--- config.mk ---
export PLATFORM = sky130hd
export DESIGN_NAME = eeprom3w_engine
export DESIGN_NICKNAME = d
export VERILOG_FILES = /design/src/rtl/eeprom3w_pkg.sv /design/src/rtl/eeprom3w_tick.sv /design/src/rtl/eeprom3w_shreg.sv /design/src/rtl/eeprom3w_seq.sv /design/src/rtl/eeprom3w_engine.sv
export SDC_FILE = /design/constraint.sdc
export NUM_CORES = 1
export LEC_CHECK = 0
export ABC_AREA = 1
export BUFFER_PORTS_ARGS = -buffer_cell sky130_fd_sc_hd__buf_2
export CAP_MARGIN = 20
export CELL_PAD_IN_SITES_DETAIL_PLACEMENT = 1
export CELL_PAD_IN_SITES_GLOBAL_PLACEMENT = 1
export CORE_UTILIZATION = 30
export DETAILED_ROUTE_END_ITERATION = 10
export PLACE_DENSITY = 0.74
export RECOVER_POWER = 50
export SYNTH_ARGS = -nofsm -noshare
export SYNTH_HDL_FRONTEND = slang
export SYNTH_SLANG_ARGS = --single-unit
--- constraint.sdc ---
create_clock -name clk -period 1.5 [get_ports clk]
set_input_delay 0.15 -clock clk [delete_from_list [all_inputs] [get_ports clk]]
set_output_delay 0.15 -clock clk [all_outputs]
set_load 0.005 [all_outputs]
--- src/rtl/eeprom3w_pkg.sv ---
package eeprom3w_pkg;

   typedef enum logic [2:0] {
      ST_IDLE,
      ST_LOW,
      ST_HIGH,
      ST_FIN,
      ST_WAIT
   } seq_state_e;

endpackage

--- src/rtl/eeprom3w_tick.sv ---
module eeprom3w_tick #(
   parameter int HALF_CYCLES = 250
) (
   input  logic clk,
   input  logic rst_n,
   input  logic run,
   output logic tick
);
   localparam int PW = (HALF_CYCLES > 1) ? $clog2(HALF_CYCLES) : 1;
   localparam logic [PW-1:0] LAST = PW'(HALF_CYCLES - 1);

   logic [PW-1:0] phase_cnt;

   always_ff @(posedge clk or negedge rst_n) begin
      if (!rst_n) begin
         phase_cnt <= '0;
      end else if (!run || phase_cnt == LAST) begin
         phase_cnt <= '0;
      end else begin
         phase_cnt <= phase_cnt + 1'b1;
      end
   end

   assign tick = run && (phase_cnt == LAST);
endmodule

--- src/rtl/eeprom3w_shreg.sv ---
module eeprom3w_shreg #(
   parameter int DATA_W = 8
) (
   input  logic              clk,
   input  logic              rst_n,
   input  logic              load,
   input  logic [DATA_W-1:0] load_data,
   input  logic              shift,
   input  logic              fill,
   output logic [DATA_W-1:0] data,
   output logic              msb
);
   always_ff @(posedge clk or negedge rst_n) begin
      if (!rst_n) begin
         data <= '0;
      end else if (load) begin
         data <= load_data;
      end else if (shift) begin
         data <= {data[DATA_W-2:0], fill};
      end
   end

   assign msb = data[DATA_W-1];
endmodule

--- src/rtl/eeprom3w_seq.sv ---
module eeprom3w_seq
   import eeprom3w_pkg::*;
#(
   parameter int CNT_W = 4
) (
   input  logic             clk,
   input  logic             rst_n,
   input  logic             start,
   input  logic [CNT_W-1:0] wr_cnt,
   input  logic             wr_rd,
   input  logic             cfg_rd,
   input  logic             cfg_hiz,
   input  logic             cfg_wfr,
   input  logic             tick,
   input  logic             msb,
   input  logic             sd_in,
   output logic             run,
   output logic             shift,
   output logic             fill,
   output logic             sck,
   output logic             sd_out,
   output logic             sd_oe,
   output logic             busy,
   output logic             irq
);
   seq_state_e       state;
   logic [CNT_W-1:0] bits_left;
   logic             sd_prev;
   logic             sd_rise;

   assign sd_rise = sd_in && !sd_prev;
   assign run     = (state == ST_LOW) || (state == ST_HIGH);

   always_comb begin
      shift = 1'b0;
      fill  = 1'b0;
      if (state == ST_IDLE && start && wr_cnt != '0 && !wr_rd) begin
         shift = 1'b1;
      end
      if (state == ST_LOW && tick && cfg_rd) begin
         shift = 1'b1;
         fill  = sd_in;
      end
      if (state == ST_HIGH && tick && bits_left != '0 && !cfg_rd) begin
         shift = 1'b1;
      end
   end

   always_ff @(posedge clk or negedge rst_n) begin
      if (!rst_n) begin
         state     <= ST_IDLE;
         bits_left <= '0;
         sck       <= 1'b0;
         sd_out    <= 1'b0;
         sd_oe     <= 1'b0;
         busy      <= 1'b0;
         irq       <= 1'b0;
         sd_prev   <= 1'b0;
      end else begin
         sd_prev <= sd_in;
         irq     <= 1'b0;
         case (state)
            ST_IDLE: begin
               if (start) begin
                  busy      <= 1'b1;
                  bits_left <= wr_cnt;
                  if (wr_cnt == '0) begin
                     state <= ST_FIN;
                  end else begin
                     state <= ST_LOW;
                     sd_oe <= !wr_rd;
                     if (!wr_rd) begin
                        sd_out <= msb;
                     end
                  end
               end
            end
            ST_LOW: begin
               if (tick) begin
                  sck       <= 1'b1;
                  bits_left <= bits_left - 1'b1;
                  state     <= ST_HIGH;
                  if (bits_left == CNT_W'(1) && cfg_hiz) begin
                     sd_oe <= 1'b0;
                  end
               end
            end
            ST_HIGH: begin
               if (tick) begin
                  sck <= 1'b0;
                  if (bits_left == '0) begin
                     state <= ST_FIN;
                  end else begin
                     state <= ST_LOW;
                     if (!cfg_rd) begin
                        sd_out <= msb;
                     end
                  end
               end
            end
            ST_FIN: begin
               if (cfg_hiz) begin
                  sd_oe <= 1'b0;
               end else begin
                  sd_oe  <= 1'b1;
                  sd_out <= 1'b0;
               end
               if (cfg_hiz && cfg_wfr) begin
                  state <= ST_WAIT;
               end else begin
                  state <= ST_IDLE;
                  busy  <= 1'b0;
                  irq   <= 1'b1;
               end
            end
            ST_WAIT: begin
               if (sd_rise) begin
                  state <= ST_IDLE;
                  busy  <= 1'b0;
                  irq   <= 1'b1;
               end
            end
            default: begin
               state <= ST_IDLE;
               busy  <= 1'b0;
            end
         endcase
      end
   end
endmodule

--- src/rtl/eeprom3w_engine.sv ---
module eeprom3w_engine #(
   parameter int DATA_W      = 8,
   parameter int CNT_W       = 4,
   parameter int HALF_CYCLES = 250,
   localparam int CTRL_W     = CNT_W + 4
) (
   input  logic              clk,
   input  logic              rst_n,
   input  logic              ctrl_wr,
   input  logic [CTRL_W-1:0] ctrl_wdata,
   input  logic              data_wr,
   input  logic [DATA_W-1:0] data_wdata,
   output logic [CTRL_W-1:0] ctrl_rdata,
   output logic [DATA_W-1:0] data_rdata,
   output logic              busy,
   output logic              irq,
   output logic              sck,
   output logic              sd_out,
   output logic              sd_oe,
   input  logic              sd_in
);
   localparam int BIT_RD  = CNT_W;
   localparam int BIT_HIZ = CNT_W + 1;
   localparam int BIT_WFR = CNT_W + 3;
   localparam logic [CNT_W-1:0] MAX_CNT = CNT_W'(DATA_W);

   generate
      if (HALF_CYCLES < 1) begin : g_bad_half
         $error("HALF_CYCLES must be at least 1");
      end
      if (DATA_W < 2) begin : g_bad_data
         $error("DATA_W must be at least 2");
      end
      if ((1 << CNT_W) <= DATA_W) begin : g_bad_cnt
         $error("CNT_W too narrow to hold DATA_W");
      end
   endgenerate

   logic             accept;
   logic [CNT_W-1:0] raw_cnt;
   logic [CNT_W-1:0] wr_cnt;
   logic             cfg_rd, cfg_hiz, cfg_wfr;
   logic [CNT_W-1:0] cfg_cnt;
   logic             tick, run, shift, fill, msb;

   assign accept  = ctrl_wr && !busy;
   assign raw_cnt = ctrl_wdata[CNT_W-1:0];
   assign wr_cnt  = (raw_cnt > MAX_CNT) ? MAX_CNT : raw_cnt;

   always_ff @(posedge clk or negedge rst_n) begin
      if (!rst_n) begin
         cfg_rd  <= 1'b0;
         cfg_hiz <= 1'b0;
         cfg_wfr <= 1'b0;
         cfg_cnt <= '0;
      end else if (accept) begin
         cfg_rd  <= ctrl_wdata[BIT_RD];
         cfg_hiz <= ctrl_wdata[BIT_HIZ];
         cfg_wfr <= ctrl_wdata[BIT_WFR];
         cfg_cnt <= wr_cnt;
      end
   end

   assign ctrl_rdata = {cfg_wfr, busy, cfg_hiz, cfg_rd, cfg_cnt};

   eeprom3w_tick #(.HALF_CYCLES(HALF_CYCLES)) i_tick (
      .clk  (clk),
      .rst_n(rst_n),
      .run  (run),
      .tick (tick)
   );

   eeprom3w_shreg #(.DATA_W(DATA_W)) i_shreg (
      .clk      (clk),
      .rst_n    (rst_n),
      .load     (data_wr && !busy && !accept),
      .load_data(data_wdata),
      .shift    (shift),
      .fill     (fill),
      .data     (data_rdata),
      .msb      (msb)
   );

   eeprom3w_seq #(.CNT_W(CNT_W)) i_seq (
      .clk    (clk),
      .rst_n  (rst_n),
      .start  (accept),
      .wr_cnt (wr_cnt),
      .wr_rd  (ctrl_wdata[BIT_RD]),
      .cfg_rd (cfg_rd),
      .cfg_hiz(cfg_hiz),
      .cfg_wfr(cfg_wfr),
      .tick   (tick),
      .msb    (msb),
      .sd_in  (sd_in),
      .run    (run),
      .shift  (shift),
      .fill   (fill),
      .sck    (sck),
      .sd_out (sd_out),
      .sd_oe  (sd_oe),
      .busy   (busy),
      .irq    (irq)
   );
endmodule

[Word level (Yosys, flattened, before mapping)]
Cells that the tools add are included.
Storage, ports and cells
  register bits after elaboration: 36
  output and inout bits: 21
  word-level logic and storage cells: 118
Operators by class
  add/sub/neg operators: 2
  equal/unequal tests: 17
  reductions and logical operators: 40
  muxes and demuxes: 43
  magnitude comparators: 1
  bitwise gates (word level): 1
Operators with widths (count)
  $mux W8: 3
  $mux W1: 23
  $ne A2 B2 Y1 const B: 8
  $logic_and A1 B1 Y1: 15
  $mux W3: 5
  $pmux W3 S5: 1
  $mux W4: 3
  $add A8 B1 Y8 const B: 1
  $eq A8 B8 Y1 const B: 1
  $logic_not A4 Y1: 2
  $pmux W4 S2: 1
  $reduce_and A4 Y1: 2
  $reduce_and A8 Y1: 1
  $reduce_bool A4 Y1: 2
  $eq A3 B2 Y1 const B: 2
  $logic_not A1 Y1: 6
  $ne A2 B1 Y1 const B: 3
  $pmux W1 S3: 2
  $reduce_and A3 Y1: 2
  $reduce_bool A2 Y1: 3
  $reduce_bool A3 Y1: 2
  $reduce_and A5 Y1: 1
  $eq A4 B1 Y1 const B: 1
  $gt A4 B4 Y1 const B: 1
  10 further kinds: 13

[Depth between registers and ports, before layout]
  depth after elaboration: 10
  depth in mapped cells: 9
  depth with buffers taken out: 9

[Hierarchy]
From an unflattened synthesis, not the netlist that was laid out.
Unflattened totals
  cell total of the unflattened synthesis: 277
  area, all modules: 2070.7 µm²
By module, submodules not included
  eeprom3w_seq: area an instance 909.6 µm², times used 1, cells each 136
  eeprom3w_tick: area an instance 426.7 µm², times used 1, cells each 51
  eeprom3w_shreg: area an instance 381.6 µm², times used 1, cells each 45
  eeprom3w_engine: area an instance 352.8 µm², times used 1, cells each 45

[Worst setup path before layout]
Ideal clock, no wire load.
  path kind: reg-to-reg
  from: register i_tick.phase_cnt[1]
  to: register i_seq.bits_left[1]
  slack: 0.115 ns
  arrival time: 1.262 ns
  stages on the path, launching flop included: 10
  library setup time: 0.123 ns
  path buffers: 0
  cell sequence: dfrtp_1 -> inv_1 -> ha_1 -> nand3_1 -> nor2_8 -> nand2_2 -> nand2_2 -> nand2_2 -> nand2_1 -> o21ai_1
On the way
  cells in the longest elaborated chain, start to end: 4
Ends and longest elaborated chain
  start, declared: RTL line eeprom3w_tick.sv:12  | logic [PW-1:0] phase_cnt;
  start signal, assigned: RTL line eeprom3w_tick.sv:20  | phase_cnt <= phase_cnt + 1'b1;
  $eq A8 B8 Y1: RTL line eeprom3w_tick.sv:24  | assign tick = run && (phase_cnt == LAST);
  $logic_and A1 B1 Y1: RTL line eeprom3w_tick.sv:24
  $ne A2 B1 Y1 (no line)
  $reduce_and A3 Y1 (no line)
  end signal, assigned: RTL line eeprom3w_seq.sv:66  | bits_left <= wr_cnt;
  end signal, assigned: RTL line eeprom3w_seq.sv:81  | bits_left <= bits_left - 1'b1;
  end, declared: RTL line eeprom3w_seq.sv:27  | logic [CNT_W-1:0] bits_left;
No other way between the ends.
A chain may end at the register's enable or synchronous reset.

[Worst setup path in the final report]
  from: register i_tick.phase_cnt[1]
  to: register i_seq.sd_out
On the way
  cells in the longest elaborated chain, start to end: 4
Ends and longest elaborated chain
  $eq A8 B8 Y1: RTL line eeprom3w_tick.sv:24
  $logic_and A1 B1 Y1: RTL line eeprom3w_tick.sv:24
  $ne A2 B1 Y1 (no line)
  $reduce_and A8 Y1 (no line)
  end signal, assigned: RTL line eeprom3w_seq.sv:73  | sd_out <= msb;
  end signal, assigned: RTL line eeprom3w_seq.sv:96  | sd_out <= msb;
  end, declared: RTL line eeprom3w_seq.sv:21  | output logic sd_out,
No other way between the ends.

==> qor.yml <==
outcome:
  status: "complete, no violations"
clocking:
  clk_path_buf_depth: 2
  clock_sinks: 36
  clk_latency_ns: 0.29
  cts_tree: "yes"
  clkSlewWorstSetupHoldPaths_ns: 0.08
  cts_max_level: 2
  cts-buffers-inserted: 5
  root_buffer: "clkbuf_8"
routing:
  routed_wirelength_mm: 5.976
  routed_via_density: 4.882
  avgRoutedWirePerCell_um: 14.40
  drc_errors: 0
  first_pass_iters: 6
  antenna_left: 0
  vias: 2026
  drt_iter0_drc: 73
finish:
  layout_common_cells: "nand2_1, buf_2, dfrtp_1"
  final_cell_area_um2: 2738
  final_common_cell: "nand2_1"
  nets: 362
  final_cells: 415
  fill_cells: 808
  area.growth.synth_to_final_pct: 32.77
  antennaDiodeCount: 0
  layout-drive-gt1-share: 0.3018
logic_synthesis:
  syn_inst: 269
  synth_fa_ha_area_frac: 0.02427
  yosysSeqAreaShare: 0.4369
  ys_types: 30
  ys_ff_latch: 36
  syn_avg_cell_area_um2: 7.665
  synthDominantCellAreaShare: 0.4369
  synthesis.nets: 294
  synth-xor-area-share: 0.008495
  yosys_warnings: 0
  synthTopCellsByArea: "dfrtp_1, nand2_1, inv_1, nor2_1, nand3_1"
  synth_compound_area_frac: 0.06189
  synth_largest_area_cell: "dfrtp_1"
  synth_top_family_by_area: "simple AND/OR/NAND/NOR gates"
  muxShareOfSynthArea: 0
  syn_area_um2: 2062
  yosys.area_share.simple: 0.3871
grt:
  grt.total_usage: 0.1694
  antenna_found_initial: 0
  grt_pass1_vias: 2031
  grt_max_degree: 22
  overflow: 0
  grt_pass1_wl_mm: 9.653
sta:
  slew_violations: 0
  post-route-min-period_ns: 1.480
  fin_skew_ns: 0.01106
  tns_ns: 0
  rsz0062_at_grt: "true"
  max_slew.worst_pin.slew_ns: 0.9937
  setup_viol: 0
  final_hold_viol_count: 0
  final.period_utilization: 0.9869
  whs_ns: 0.06186
  slew_headroom: 0.3375
  fmax_mhz: 675.5
die:
  dieArea_um2: 7209
  start_util: 0.3175
  die_y_um: 84.91
  num_rows: 29
  die_w_um: 84.91
  ios: 42
  core_um2: 6495
worst_setup_path:
  startpoint_type: "flip-flop"
  path_buf_inv: 1
  end_kind: "flip-flop"
  crit_required_ns: 1.69
  cpMaxStageDelayCell: "dfrtp_1"
  max_stage_delay_ns: 0.39
  crit_top_cell: "nand2_1"
  crit_type: "reg2reg"
  cp.arrival_ns: 1.67
  cp_max_fo: 8
  cp_cell_sequence: "inv_2, ha_4, nand3_4, nor2_8, nor2_1, nor2_1, nand2_1, nand2_1, nand2_1"
  cp_top_family: "simple AND/OR/NAND/NOR gates"
power:
  power.density_nw_per_um2: 1797
  power_frac_comb: 0.509
  clkPwrFrac: 0.175
  internal_power_mw: 2.794
  leakage_nw: 1.490
  ir_drop_mv: 0.7972
  finalPower_mw: 4.920
  switching_power_mw: 2.126
  swShare: 0.4321
  p_seq_frac: 0.315
placed_design:
  placed_cell_area_um2: 2457
  dp_hpwl_mm: 4.372
  port_buffers: 40
  globalplace.congestion: 0.8878
  placed_cells: 397
worst_hold_path:
  hold_path.class: "in2reg"
job:
  maxCapViolCount: 0
==> worst reg2reg max path: cells and delay by family (launching register included) <==
family | cells | cell delay (ns)
adder cells (fa/ha/maj) | 1 | 0.14
AND/OR/NAND/NOR | 7 | 0.79
buffers and inverters | 1 | 0.07
flip-flops | 1 | 0.39
==> cells in the mapped netlist, drive strengths merged <==
| cell type | number |
|---|---|
| nand2 | 98 |
| dfrtp | 36 |
| inv | 31 |
| nor2 | 30 |
| nand3 | 22 |
| o21ai | 12 |
| nand4 | 11 |
| buf | 6 |
| a21oi | 5 |
| ha | 4 |
| nor3b | 3 |
| nor3 | 2 |
| o22ai | 2 |
| a21o | 1 |
| a22oi | 1 |
| clkbuf | 1 |
| o21a | 1 |
| o21bai | 1 |
| xnor2 | 1 |
| xor2 | 1 |
==> state kept, by name, indices dropped and copies added (netlist names) <==
signal	cells
i_seq.sd_oe	1
cfg_wfr	1
i_seq.bits_left	4
i_seq.state	3
i_seq.sd_out	1
i_tick.phase_cnt	8
i_shreg.data	8
cfg_hiz	1
cfg_rd	1
i_seq.irq	1
i_seq.sck	1
i_seq.sd_prev	1
cfg_cnt	4
i_seq.busy	1
==> per-stage QoR <==
step / util / setup WS (ns)
floorplan: - / 0.1147
global placement: 0.3783 / 0.03237
detailed placement: 0.3783 / -0.05172
CTS: 0.4011 / 0.01193
global route: 0.4215 / -0.08018
finish: 0.4215 / 0.01968
==> area by class of cell <==
class | instances | area [um^2] | area share
repair buffers | 66 | 406.6 | 0.1485
well taps | 77 | 96.34 | 0.03519
inverters | 31 | 118.9 | 0.04342
flip-flops and latches | 36 | 903.4 | 0.3300
multi-input cells | 197 | 1101 | 0.4022
clock inverters | 3 | 42.54 | 0.01554
clock buffers | 5 | 68.82 | 0.02514
==> cell families (layout without fill, tap and decap cells) <==
family / count (synthesis) / in the layout
flip-flops: 36 / 36
AND/OR/NAND/NOR: 166 / 168
adder cells (fa/ha/maj): 4 / 4
XOR/XNOR: 2 / 2
AO/OA/AOI/OAI: 23 / 23
buffers and inverters: 38 / 105
==> power by group through the flow <==
stage | combinational, mW | clock (mW) | sequential (mW)
2_1_floorplan | 1.37 | 0 | 1.51
3_3_place_gp | 2.13 | 0 | 1.53
3_5_place_dp | 2.22 | 0 | 1.54
4_1_cts | 2.26 | 0.878 | 1.53
5_1_grt | 2.79 | 0.928 | 1.59
6_report | 2.50 | 0.863 | 1.55
==> final timing paths <==
kind                                     start  cells after the start        endpoint  slack (ns)
setup / recovery           i_tick.phase_cnt[1]                      9    i_seq.sd_out        0.02
max in group asynchronous                rst_n                      3  i_seq.state[2]        0.22
setup reg to reg           i_tick.phase_cnt[1]                      9    i_seq.sd_out        0.02
min in group asynchronous                rst_n                      2      cfg_cnt[1]        0.55
hold / removal                   ctrl_wdata[7]                      3         cfg_wfr        0.06
hold reg to reg                     cfg_cnt[0]                      2      cfg_cnt[0]        0.48
==> routing by layer <==
layer  vias to the layer above  part of all wire  wire length, um  track usage
met4                         0             0.022              133      0.07242
met3                        12             0.022              130      0.03016
met1                       977              0.43             2591       0.2162
li1                       1000                 -                -            -
met2                        37              0.52             3119       0.2831
met5                         -                 0                0            0
==> repair_timing <==
item,4_1_cts,5_1_grt
gates cloned,0,2
buffers inserted,1,5
endpoints found under the hold margin,16,0
setup endpoints to repair,13,16
pin swaps,1,10
hold buffers,2,0
gates resized for setup,2,23
(Power assumes the default switching activity.)
